[src/rtl/timpace_pkg.sv]
package timpace_pkg;

   // Update applied to the pending counter in one cycle
   typedef enum logic [1:0] {
      CNT_HOLD = 2'd0,
      CNT_INC  = 2'd1,
      CNT_DEC  = 2'd2,
      CNT_CLR  = 2'd3
   } cnt_op_e;

   // Priority decode of the per-cycle events
   function automatic cnt_op_e decode_op(input logic tick,
                                         input logic ack,
                                         input logic clr);
      cnt_op_e op;
      if (clr)
         op = CNT_CLR;
      else if (tick && ack)
         op = CNT_HOLD;
      else if (tick)
         op = CNT_INC;
      else if (ack)
         op = CNT_DEC;
      else
         op = CNT_HOLD;
      return op;
   endfunction

endpackage

[src/rtl/timpace_count.sv]
module timpace_count
   import timpace_pkg::*;
#(
   parameter int CNT_W    = 8,
   parameter bit SATURATE = 1'b1
) (
   input  logic             clk,
   input  logic             rst_n,
   input  logic             tick,
   input  logic             ack,
   input  logic             clr,
   output logic [CNT_W-1:0] cnt
);

   localparam logic [CNT_W-1:0] CNT_MAX  = {CNT_W{1'b1}};
   localparam logic [CNT_W-1:0] CNT_ZERO = '0;
   localparam logic [CNT_W-1:0] CNT_ONE  = CNT_W'(1);

   cnt_op_e          op;
   logic [CNT_W-1:0] cnt_q;
   logic [CNT_W-1:0] cnt_inc;
   logic [CNT_W-1:0] cnt_dec;

   assign op = decode_op(tick, ack, clr);

   // Increment variant chosen by parameter
   generate
      if (SATURATE) begin : g_sat
         assign cnt_inc = (cnt_q == CNT_MAX) ? cnt_q : cnt_q + CNT_ONE;
      end else begin : g_wrap
         assign cnt_inc = cnt_q + CNT_ONE;
      end
   endgenerate

   // Decrement stops at zero
   assign cnt_dec = (cnt_q == CNT_ZERO) ? cnt_q : cnt_q - CNT_ONE;

   always_ff @(posedge clk) begin
      if (!rst_n) begin
         cnt_q <= CNT_ZERO;
      end else begin
         unique case (op)
            CNT_INC:  cnt_q <= cnt_inc;
            CNT_DEC:  cnt_q <= cnt_dec;
            CNT_CLR:  cnt_q <= CNT_ZERO;
            default:  cnt_q <= cnt_q;
         endcase
      end
   end

   assign cnt = cnt_q;

   // the count grows by one on a lone tick below the top value
   assert_inc_R2: assert property (@(posedge clk) disable iff (!rst_n)
      (tick && !ack && !clr && cnt_q != CNT_MAX) |=> (cnt_q == $past(cnt_q) + CNT_ONE));

   generate
      if (SATURATE) begin : g_sat_chk
         // the top value holds under further ticks
         assert_sat_R2: assert property (@(posedge clk) disable iff (!rst_n)
            (tick && !ack && !clr && cnt_q == CNT_MAX) |=> (cnt_q == CNT_MAX));
      end
   endgenerate

   // a lone acknowledge removes one pending tick
   assert_dec_R5: assert property (@(posedge clk) disable iff (!rst_n)
      (ack && !tick && !clr && cnt_q != CNT_ZERO) |=> (cnt_q == $past(cnt_q) - CNT_ONE));

   // no wrap below zero
   assert_floor_R9: assert property (@(posedge clk) disable iff (!rst_n)
      (ack && !tick && cnt_q == CNT_ZERO) |=> (cnt_q == CNT_ZERO));

   // tick and acknowledge together cancel
   assert_cancel_R6: assert property (@(posedge clk) disable iff (!rst_n)
      (ack && tick && !clr) |=> $stable(cnt_q));

   // clear events empty the counter
   assert_clear_R7: assert property (@(posedge clk) disable iff (!rst_n)
      clr |=> (cnt_q == CNT_ZERO));

endmodule

[src/rtl/timpace_gate.sv]
module timpace_gate #(
   parameter int CNT_W   = 8,
   parameter bit OUT_REG = 1'b1
) (
   input  logic             clk,
   input  logic             rst_n,
   input  logic             ack,
   input  logic             clr,
   input  logic [CNT_W-1:0] cnt,
   output logic             irq
);

   logic ready_q;
   logic fire;

   // Issue decision on registered state; any event this cycle defers it
   assign fire = ready_q && (|cnt) && !ack && !clr;

   always_ff @(posedge clk) begin
      if (!rst_n)
         ready_q <= 1'b1;
      else if (clr || ack)
         ready_q <= 1'b1;
      else if (fire)
         ready_q <= 1'b0;
   end

   generate
      if (OUT_REG) begin : g_oreg
         logic irq_q;
         always_ff @(posedge clk) begin
            if (!rst_n)
               irq_q <= 1'b0;
            else
               irq_q <= fire;
         end
         assign irq = irq_q;

         // the request never lasts two cycles
         assert_pulse_R4: assert property (@(posedge clk) disable iff (!rst_n)
            irq |=> !irq);

         // a request follows only a nonzero count with the flag set
         assert_issue_R3: assert property (@(posedge clk) disable iff (!rst_n)
            irq |-> ($past(ready_q) && $past(cnt) != '0));

         // while the flag is clear and nothing sets it, no request
         assert_hold_R3: assert property (@(posedge clk) disable iff (!rst_n)
            (!ready_q && !ack && !clr) |=> !irq);

         // an acknowledge or clear event blocks issue that cycle
         assert_defer_R10: assert property (@(posedge clk) disable iff (!rst_n)
            (ack || clr) |=> !irq);
      end else begin : g_ocomb
         assign irq = fire;

         assert_pulse_R4: assert property (@(posedge clk) disable iff (!rst_n)
            irq |=> !irq);
      end
   endgenerate

   // acknowledge or clear events leave the flag set
   assert_ready_R5: assert property (@(posedge clk) disable iff (!rst_n)
      (ack || clr) |=> ready_q);

endmodule

[src/rtl/timpace_ctrl.sv]
module timpace_ctrl #(
   parameter int CNT_W    = 8,
   parameter bit SATURATE = 1'b1,
   parameter bit OUT_REG  = 1'b1
) (
   input  logic             clk,
   input  logic             rst_n,
   input  logic             tick_i,
   input  logic             ack_i,
   input  logic             unmask_i,
   input  logic             reload_i,
   output logic             irq_o,
   output logic [CNT_W-1:0] pend_o
);

   generate
      if (CNT_W < 1 || CNT_W > 32) begin : g_bad_width
         $fatal(1, "timpace_ctrl: CNT_W must lie in 1..32");
      end
   endgenerate

   logic             restart;
   logic [CNT_W-1:0] pend;

   // Both restart events share one clear path
   assign restart = unmask_i || reload_i;

   timpace_count #(
      .CNT_W    (CNT_W),
      .SATURATE (SATURATE)
   ) u_count (
      .clk   (clk),
      .rst_n (rst_n),
      .tick  (tick_i),
      .ack   (ack_i),
      .clr   (restart),
      .cnt   (pend)
   );

   timpace_gate #(
      .CNT_W   (CNT_W),
      .OUT_REG (OUT_REG)
   ) u_gate (
      .clk   (clk),
      .rst_n (rst_n),
      .ack   (ack_i),
      .clr   (restart),
      .cnt   (pend),
      .irq   (irq_o)
   );

   assign pend_o = pend;

   // state out of reset
   assert_reset_R1: assert property (@(posedge clk)
      !rst_n |=> (pend_o == '0 && !irq_o));

   // reload empties the count
   assert_reload_R8: assert property (@(posedge clk) disable iff (!rst_n)
      reload_i |=> (pend_o == '0));

endmodule

[config.mk]
export PLATFORM = sky130hd
export DESIGN_NAME = timpace_ctrl
export DESIGN_NICKNAME = d
export VERILOG_FILES = /design/src/rtl/timpace_pkg.sv /design/src/rtl/timpace_count.sv /design/src/rtl/timpace_gate.sv /design/src/rtl/timpace_ctrl.sv
export SDC_FILE = /design/constraint.sdc
export NUM_CORES = 1
export LEC_CHECK = 0
export BUFFER_PORTS_ARGS = -buffer_cell sky130_fd_sc_hd__buf_4
export CORE_MARGIN = 3
export CORE_UTILIZATION = 50
export CTS_CLUSTER_SIZE = 16
export DETAILED_ROUTE_END_ITERATION = 12
export PLACE_DENSITY = 0.74
export SYNTH_ARGS = -nofsm -noshare
export SYNTH_HDL_FRONTEND = slang
export SYNTH_SLANG_ARGS = --single-unit
export TNS_END_PERCENT = 1
[constraint.sdc]
create_clock -name clk -period 2.9 [get_ports clk]
set_clock_uncertainty 0.15 [all_clocks]
set_input_delay 0.145 -clock clk [delete_from_list [all_inputs] [get_ports clk]]
set_output_delay 0.145 -clock clk [all_outputs]
set_load 0.005 [all_outputs]
# Word-level counts from Yosys, hierarchy flattened
# Cells that the tools add are included.
# classes
add_sub_neg,2
n_eq_ne,6
muxes,7
bitwise_logic,1
reduce_logical,13
# op_table
cell,count
$pmux W8 S3,1
$mux W8,2
$add A8 B1 Y8 const B,1
$eq A8 B8 Y1 const B,1
$logic_not A8 Y1,1
$mux W2,4
$reduce_or A8 Y1,1
$sub A8 B1 Y8 const B,1
$eq A2 B2 Y1 const B,2
$logic_and A1 B1 Y1,4
$ne A2 B2 Y1 const B,2
$reduce_and A3 Y1,1
$reduce_bool A3 Y1,1
$eq A2 B1 Y1 const B,1
$logic_not A1 Y1,2
$logic_or A1 B1 Y1,2
$reduce_or A2 Y1,1
$not A1 Y1,1
# word_totals
register_bits,10
inputBits,6
out_inout_bits,9
word_cells,32

# Depth between registers and ports, before layout
# Gate-level depths: netlist of the first run.
# logic_depth
depth_word,7
depth_mapped,9

# By module
# From an unflattened synthesis of the first run, not the netlist that was laid out.
# hier_totals
hier_cells,88
hier_area_um2,749.5
# modules_own_cells
mod,instances,cells_each,area_per_inst_um2,seq_area_each_um2
timpace_count,1,79,654.4,160.2
timpace_gate,1,8,88.8,40.0
timpace_ctrl,1,1,6.3,0.0

# Worst setup path after synthesis of the first run
# Ideal clock, no wire load.
# synth_timing
path_kind,input port to flip-flop
startpoint,input port tick_i
endpoint,"register u_count.cnt_q[6], in the netlist u_count.cnt[6]"
setup_ps,72
arrival_time_ps,2101
required_ps,2678
setup_slack_ps,577
path_stages,8
n_path_buf,1
path_cell_list,or4b_1 > buf_6 > xnor2_1 > ha_1 > o31ai_1 > a21oi_1 > or4_1 > a21oi_1
# synth_between
elab_chain_cells,6
# synth_rtl
element,line_no,rtl
start: declaration,timpace_ctrl.sv:8,"input logic tick_i,"
$mux W2 or $logic_and A1 B1 Y1 (tied branches),"timpace_pkg.sv:20, timpace_pkg.sv:18",
$mux W2 *,timpace_pkg.sv:18,else if (tick && ack)
$mux W2 *,timpace_pkg.sv:16,if (clr)
$eq A2 B2 Y1 or $eq A2 B1 Y1 (tied branches),timpace_count.sv:42,unique case (op)
$ne A2 B2 Y1 (no line) or $reduce_bool A3 Y1 (tied branches),--,
$reduce_and A3 Y1 (no line),--,
end signal: assignment,timpace_count.sv:43,CNT_INC: cnt_q <= cnt_inc;
end signal: assignment,timpace_count.sv:44,CNT_DEC: cnt_q <= cnt_dec;
end signal: assignment,timpace_count.sv:46,default: cnt_q <= cnt_q;
end: declaration,timpace_count.sv:20,logic [CNT_W-1:0] cnt_q;
# Mark *: on every way between the ends. The rest lies on a longest branch, timed or not.
# A chain may end at the register's enable or synchronous reset.

# Worst setup path in the final report of the first run
# layout_timing
startpoint,input port ack_i
endpoint,"register u_count.cnt_q[7], in the netlist u_count.cnt[7]"
# layout_between
elab_chain_cells,7
# layout_rtl
element,line_no,rtl
start: declaration,timpace_ctrl.sv:9,"input logic ack_i,"
$mux W2,timpace_pkg.sv:22,else if (ack)
$mux W2,timpace_pkg.sv:20,else if (tick)
$mux W2 *,timpace_pkg.sv:18,
$mux W2 *,timpace_pkg.sv:16,
$eq A2 B2 Y1 or $eq A2 B1 Y1 (tied branches),timpace_count.sv:42,
$ne A2 B2 Y1 (no line) or $reduce_bool A3 Y1 (tied branches),--,
$reduce_and A3 Y1 (no line),--,
# Marked as above.

==> metrics.yaml, run 1 <==
outcome:
  status: "finished clean"
timing:
  hold_violations: 0
  rsz0062_at_grt: "no"
  layout_min_cycle_time_ps: 2732
  relSlewSlack: 0.6482
  worst_slew_pin_slew_ps: 525.2
  finalCritPeriodShare: 0.9421
  setup_viol: 0
  worst_slack_ps: 168.0
  fmax_mhz: 366.0
  slew_violations: 0
  fin_tns_setup_ps: 0
setup_path:
  path_max_fanout: 9
  cp_num_buf_inv: 4
  crit_family: "buffers and inverters"
  worstPathRequired_ps: 2960
  worst_path_most_repeated_cell: "buf_4"
  critPathSlowestCell: "dlygate4sd3_1"
  path_class: "in -> reg"
  cpPeakStageDelay_ps: 530
  arrival_ps: 2790
  reg2reg_from: "u_count.cnt[6]"
  crit_path_cell_trace: "dlygate4sd3_1, buf_4, or4b_1, buf_4, clkinv_8, ha_1, o31a_1, o21ai_0, a22oi_1, or3_1, a21oi_1"
  reg2reg_slack_ps: 790
  r2r_end: "u_count.cnt[6]"
  ff2ff_path_depth: 5
  worst_setup_path_start_kind: "primary input"
  critPathCaptureType: "flip-flop"
clocking:
  cts_buffers: 3
  clk_path_buf_depth: 2
  cts_root_buf: "clkbuf_4"
  cts.htree.levels: 1
  clk_pin_slew_ps: 70
  clkLatencyLatePin_ps: 280
  cts_sinks: 10
  cts_tree: "built"
final_layout:
  final_nets: 113
  regArea_sq_um: 200.2
  syn_to_final_growth_pct: 21.72
  diodes: 0
  drive_gt1_frac: 0.2330
  final_cells: 117
  num-fill-cells: 106
  multiInputGateArea_sq_um: 447.9
  post-route-cell-area_sq_um: 848.3
drt:
  drt_iter0_markers: 15
  dr.pass1.iters: 4
  wl_um: 1561
  dr_total_vias: 685
  drc_errors: 0
  viasPerCell: 5.855
  wl_met3_um: 145
  drtAntennaViolNets: 0
  highest_layer: "met4"
  met2_wirelength_um: 616
  wl_met1_um: 780
  wl_per_cell_um: 13.34
synth:
  syn_nets: 96
  synth-seq-cells: 10
  syn_area_per_cell_sq_um: 8.011
  yosysMostFrequentCell: "nor2_1"
  yosysWarnings: 0
  synthFlopType: "dfxtp_1"
  syn_inst: 87
  syn_area_sq_um: 696.9
  synthTopCellsByArea: "dfxtp_1 29%, nor2_1 6.5%, ha_1 5.4%"
  synth_top_area_cell: "dfxtp_1"
  synth_top_area_frac: 0.2873
  synth_cell_types: 42
  yosysSeqAreaShare: 0.2873
  synth_common_cells: "12 x nor2_1, 10 x dfxtp_1, 8 x nand2_1"
  synth_enable_flop_cells: 0
  ys_async_sr_fraction: 0
floorplan:
  io_pins: 15
  dieArea_sq_um: 1878
  row_count: 12
  fp.dieH_um: 43.34
  design.core.area_sq_um: 1201
  die_width_um: 43.34
  start_util: 0.5802
min_path:
  hold_depth: 3
  hp-class: "in -> reg"
  whs_endpoint: "u_count.cnt[6]"
  holdCritStartpoint: "rst_n"
power:
  ir_drop_uv: 335.5
  p_leak_uw: 0.0003359
  power_density_nw_per_um2: 356.7
place:
  dpl.cell_count: 112
  globalplace.congestion: 0.8756
  place_ws_ps: 369.0
  dp_hpwl_um: 1160
  io_buffers: 14
  placed_area_sq_um: 802.0
job:
  drv_cap: 0
grt:
  antenna_found_initial: 0
  grt_max_degree: 11
  grt_overflow_total: 0
  grt_usage: 0.1794
  grt_pass1_wl_um: 2511
  grt_pass1_vias: 578
[flip-flops by register name, indices dropped and copies added, names as in the netlist]
signal	count
u_count.cnt	8
u_gate.irq	1
u_gate.ready_q	1
[cell families (layout without fill, tap and decap cells)]
| family | count (synthesis) | count (layout) | share of synthesized area |
|---|---|---|---|
| simple gates | 36 | 36 | 0.2658 |
| compound gates | 26 | 26 | 0.2604 |
| flops | 10 | 10 | 0.2873 |
| buf+inv | 7 | 23 | 0.07002 |
| xor+xnor | 5 | 5 | 0.06285 |
| fa+ha+maj | 3 | 3 | 0.05387 |
[placed cells by master, fill, tap and decap left out, drive strengths merged, types with 2 or more instances in the layout]
cell	count
ha	3
dfxtp	10
o31ai	3
nand2	8
xor2	3
clkbuf	4
xnor2	2
or2	2
inv	2
nor2	12
a21oi	4
buf	15
nor3	3
o21ai	6
[layer usage]
| metal | vias up | GRT usage |
|---|---|---|
| met5 | - | 0 |
| met4 | 0 | 0.09036 |
| met3 | 2 | 0.07884 |
| met2 | 24 | 0.2360 |
| met1 | 300 | 0.2456 |
| li1 | 359 | - |
[power breakdown]
part / leakage (uW) / switching [uW] / internal (uW) / total (uW)
registers: 0.0000807 / 2.01 / 139 / 141
logic: 0.000234 / 17.8 / 16.6 / 34.4
clock network: 0.0000210 / 51.3 / 76.4 / 128
total: 0.000336 / 71.1 / 232 / 303
[metrics by stage]
step                      total power [uW]  utilization  hold WS, ps
after global routing                 317.1       0.7063        224.9
after detailed placement             176.8       0.6677        204.0
final                                302.6       0.7063        199.5
after floorplan                      165.1            -        71.74
after global placement               176.7       0.6677        199.9
after CTS                            307.6       0.7063        188.5
[cell type report]
class,instances,area share
multi-input cells,70,0.5280
flip-flops and latches,10,0.2360
repair buffers,16,0.1445
clock buffers,4,0.04277
inverters,3,0.02802
well taps,14,0.02065
[repair_timing]
action,in CTS,in global routing
buffers inserted,0,0
endpoints found under the hold margin,2,0
gates resized for setup,0,0
hold buffers,1,0
endpoints found under the setup margin,0,0
[worst max-delay path by stage]
| stage | startpoint | to | depth (start not counted) |
|---|---|---|---|
| 2_1_floorplan | tick_i | u_count.cnt[6] | 8 |
| 3_3_place_gp | tick_i | u_count.cnt[7] | 10 |
| 3_5_place_dp | tick_i | u_count.cnt[7] | 10 |
| 4_1_cts | ack_i | u_count.cnt[7] | 11 |
| 5_1_grt | ack_i | u_count.cnt[7] | 11 |
| 6_report | ack_i | u_count.cnt[7] | 11 |
[worst min-delay path: cells and delay by family]
family                 cells  cell delay (ps)
AOI/OAI and AO/OA          1               60
and+or+nand+nor            1              270
buffers and inverters      1              100
No activity file was read; power rests on OpenSTA's default activity.
==> inputs of run 2 (changes only) <==
--- a/config.mk
+++ b/config.mk
@@ -6,8 +6,8 @@
 export NUM_CORES = 1
 export LEC_CHECK = 0
 export BUFFER_PORTS_ARGS = -buffer_cell sky130_fd_sc_hd__buf_4
-export CORE_MARGIN = 3
 export CORE_UTILIZATION = 50
+export CTS_BUF_LIST = sky130_fd_sc_hd__clkbuf_4
 export CTS_CLUSTER_SIZE = 16
 export DETAILED_ROUTE_END_ITERATION = 12
 export PLACE_DENSITY = 0.74
==> run 2 against run 1 <==
  * Critical path depth is the same
  * Worst hold slack got worse by 11 ps
  * Flip-flop and latch count stayed put
  * Cell area is 1.0% lower
  * Wire length is 2.8% higher
  * First-iteration DRC count up 150%
  * Combinational power is essentially flat
  * Via count grew 3.8%
  * Final cell count is 0.85% higher
  * Largest cell class unchanged
==> metrics.yaml, run 2 (synthesis gave the netlist of run 1 again) <==
setup_path:
  cp-endpoint: "u_count.cnt[7]"  # unchanged
  reg2reg_from: "u_count.cnt[1]"  # was u_count.cnt[6]
  cp_num_buf_inv: 4  # unchanged
  critPathCaptureType: "flip-flop"  # unchanged
  cpPeakStageDelay_ps: 520  # was 530 ps
  ff2ff_path_depth: 6  # was 5
  worst_path_most_repeated_cell: "buf_4"  # unchanged
  r2r_end: "u_count.cnt[6]"  # unchanged
  arrival_ps: 2750  # was 2790 ps
  worst_setup_path_start_kind: "primary input"  # unchanged
  crit_family: "buffers and inverters"  # unchanged
  worstPathRequired_ps: 2950  # was 2960 ps
  path_class: "in -> reg"  # unchanged
  crit_start: "ack_i"  # unchanged
  worst-path-stages: 11  # unchanged
  reg2reg_slack_ps: 770  # was 790 ps
  path_max_fanout: 9  # unchanged
  crit_path_cell_trace: "dlygate4sd3_1, buf_4, or4b_1, buf_4, clkinv_8, ha_1, o31a_1, o21ai_0, a22oi_1, or3_1, a21oi_1"  # unchanged
  critPathSlowestCell: "dlygate4sd3_1"  # unchanged
place:
  io_buffers: 14  # unchanged
  place_ws_ps: 400.3  # was 369.0 ps
  dp_hpwl_um: 1187  # was 1160 um
  globalplace.congestion: 0.8959  # was 0.8756
final_layout:
  largest_reg_flops: 8  # unchanged
  final_cell_mix: "15 x buf_4, 12 x nor2_1, 10 x dfxtp_1, 8 x nand2_1, 6 x o21ai_0"  # unchanged
  syn_to_final_growth_pct: 20.47  # was 21.72%
  diodes: 0  # unchanged
  layout_commonest_cell: "buf_4"  # unchanged
  drive_gt1_frac: 0.2233  # was 0.2330
  final_nets: 113  # unchanged
timing:
  relSlewSlack: 0.6614  # was 0.6482
  rsz0062_at_grt: "no"  # unchanged
  setup_viol: 0  # unchanged
  finalCritPeriodShare: 0.9318  # was 0.9421
  layout_min_cycle_time_ps: 2702  # was 2732 ps
  worst_slew_pin_slew_ps: 505.5  # was 525.2 ps
  worst_slack_ps: 197.7  # was 168.0 ps
  hold_violations: 0  # unchanged
  slew_violations: 0  # unchanged
  fmax_mhz: 370.1  # was 366.0 MHz
  fin_tns_setup_ps: 0  # unchanged
outcome:
  status: "finished clean"  # unchanged
clocking:
  cts_buffers: 3  # unchanged
  clk_path_buf_depth: 2  # unchanged
  cts_root_buf: "clkbuf_4"  # unchanged
  clk_pin_slew_ps: 60  # was 70 ps
  clkLatencyLatePin_ps: 270  # was 280 ps
  cts_tree: "built"  # unchanged
  cts.htree.levels: 1  # unchanged
  cts_resized: 0  # unchanged
  post-cts-setup-buffers: 0  # unchanged
  cts_sinks: 10  # unchanged
floorplan:
  fp.dieH_um: 39.34  # was 43.34 um
  design.core.area_sq_um: 1301  # was 1201 sq um
  die_width_um: 39.34  # was 43.34 um
  start_util: 0.5356  # was 0.5802
  row_count: 13  # was 12
  io_pins: 15  # unchanged
  dieArea_sq_um: 1547  # was 1878 sq um
grt:
  grt_usage: 0.2521  # was 0.1794
  grt_max_degree: 11  # unchanged
  grt_overflow_total: 0  # unchanged
  antenna_found_initial: 0  # unchanged
  grt_pass1_wl_um: 2573  # was 2511 um
  grt_pass1_vias: 592  # was 578
drt:
  dr_total_vias: 711  # was 685
  drtAntennaViolNets: 0  # unchanged
  dr.pass1.iters: 4  # unchanged
  wl_um: 1605  # was 1561 um
  wl_per_cell_um: 13.60  # was 13.34 um
  viasPerCell: 6.025  # was 5.855
  drc_errors: 0  # unchanged
  drt_iter0_markers: 37  # was 15
power:
  p_leak_uw: 0.0003302  # was 0.0003359 uW
  power_density_nw_per_um2: 325.8  # was 356.7 nW/um^2
  ir_drop_uv: 262.2  # was 335.5 uV
job:
  drv_cap: 0  # unchanged
min_path:
  hp-class: "in -> reg"  # unchanged
==> run 2: cell count changes in the layout (fill, tap and decap cells not counted), sizes merged <==
cell	previous run	this run
clkbuf	4	3
clkinv	1	2
==> run 2: layout make-up <==
class / instances / area (sq um)
clock buffers: 3 / 22.52
multi-input cells: 70 / 447.9
flip-flops and latches: 10 / 200.2
inverters: 3 / 23.77
fillers: 121 / 461.7
repair buffers: 16 / 122.6
well taps: 15 / 18.77
clock inverters: 1 / 3.754
==> run 2: per-stage QoR <==
stage / std cells / instance area [sq um] / utilization / total power [uW] / hold slack [ps]
final: 118 / 839.6 / 0.6452 / 273.6 / 188.6
after global routing: 118 / 839.6 / 0.6452 / 288.3 / 219.6
after CTS: 118 / 839.6 / 0.6452 / 277.2 / 200.1
after detailed placement: 113 / 803.3 / 0.6173 / 177.0 / 202.3
after global placement: 113 / 803.3 / 0.6173 / 177.0 / 198.1
after floorplan: 87 / 696.9 / - / 165.1 / 71.74
==> run 2: timing repair <==
action	4_1_cts	5_1_grt
endpoints found under the setup margin	0	0
hold endpoints to repair	2	0
hold buffers	1	0
==> run 2: report_power, final <==
group          internal [uW]  total, uW  leakage, uW  switching (uW)
clock                   49.8       98.5    0.0000154            48.7
combinational           16.6       34.5     0.000234            17.9
sequential               139        141    0.0000807            2.09
total                    205        274     0.000330            68.7
==> run 2: tightest hold or removal path: cells and delay by family <==
| kind | cells | cell delay, ps |
|---|---|---|
| buf+inv | 1 | 70 |
| simple gates | 2 | 340 |
==> run 2: metal layers <==
metal | GRT usage | vias up | wire length (um)
met5 | 0 | - | 0
met4 | 0.07759 | 0 | 12
met3 | 0.09091 | 2 | 126
met2 | 0.3875 | 33 | 712
met1 | 0.3253 | 315 | 754
li1 | - | 361 | -
==> run 2: how the worst min path moves through the flow <==
stage | startpoint | end | slack, ps | cells past startpoint
final | rst_n | u_count.cnt[2] | 190 | 3
after global routing | rst_n | u_count.cnt[1] | 220 | 3
after detailed placement | ack_i | u_gate.irq | 200 | 2
after floorplan | ack_i | u_gate.irq | 70 | 1
after CTS | rst_n | u_count.cnt[2] | 200 | 3
after global placement | ack_i | u_gate.irq | 200 | 2
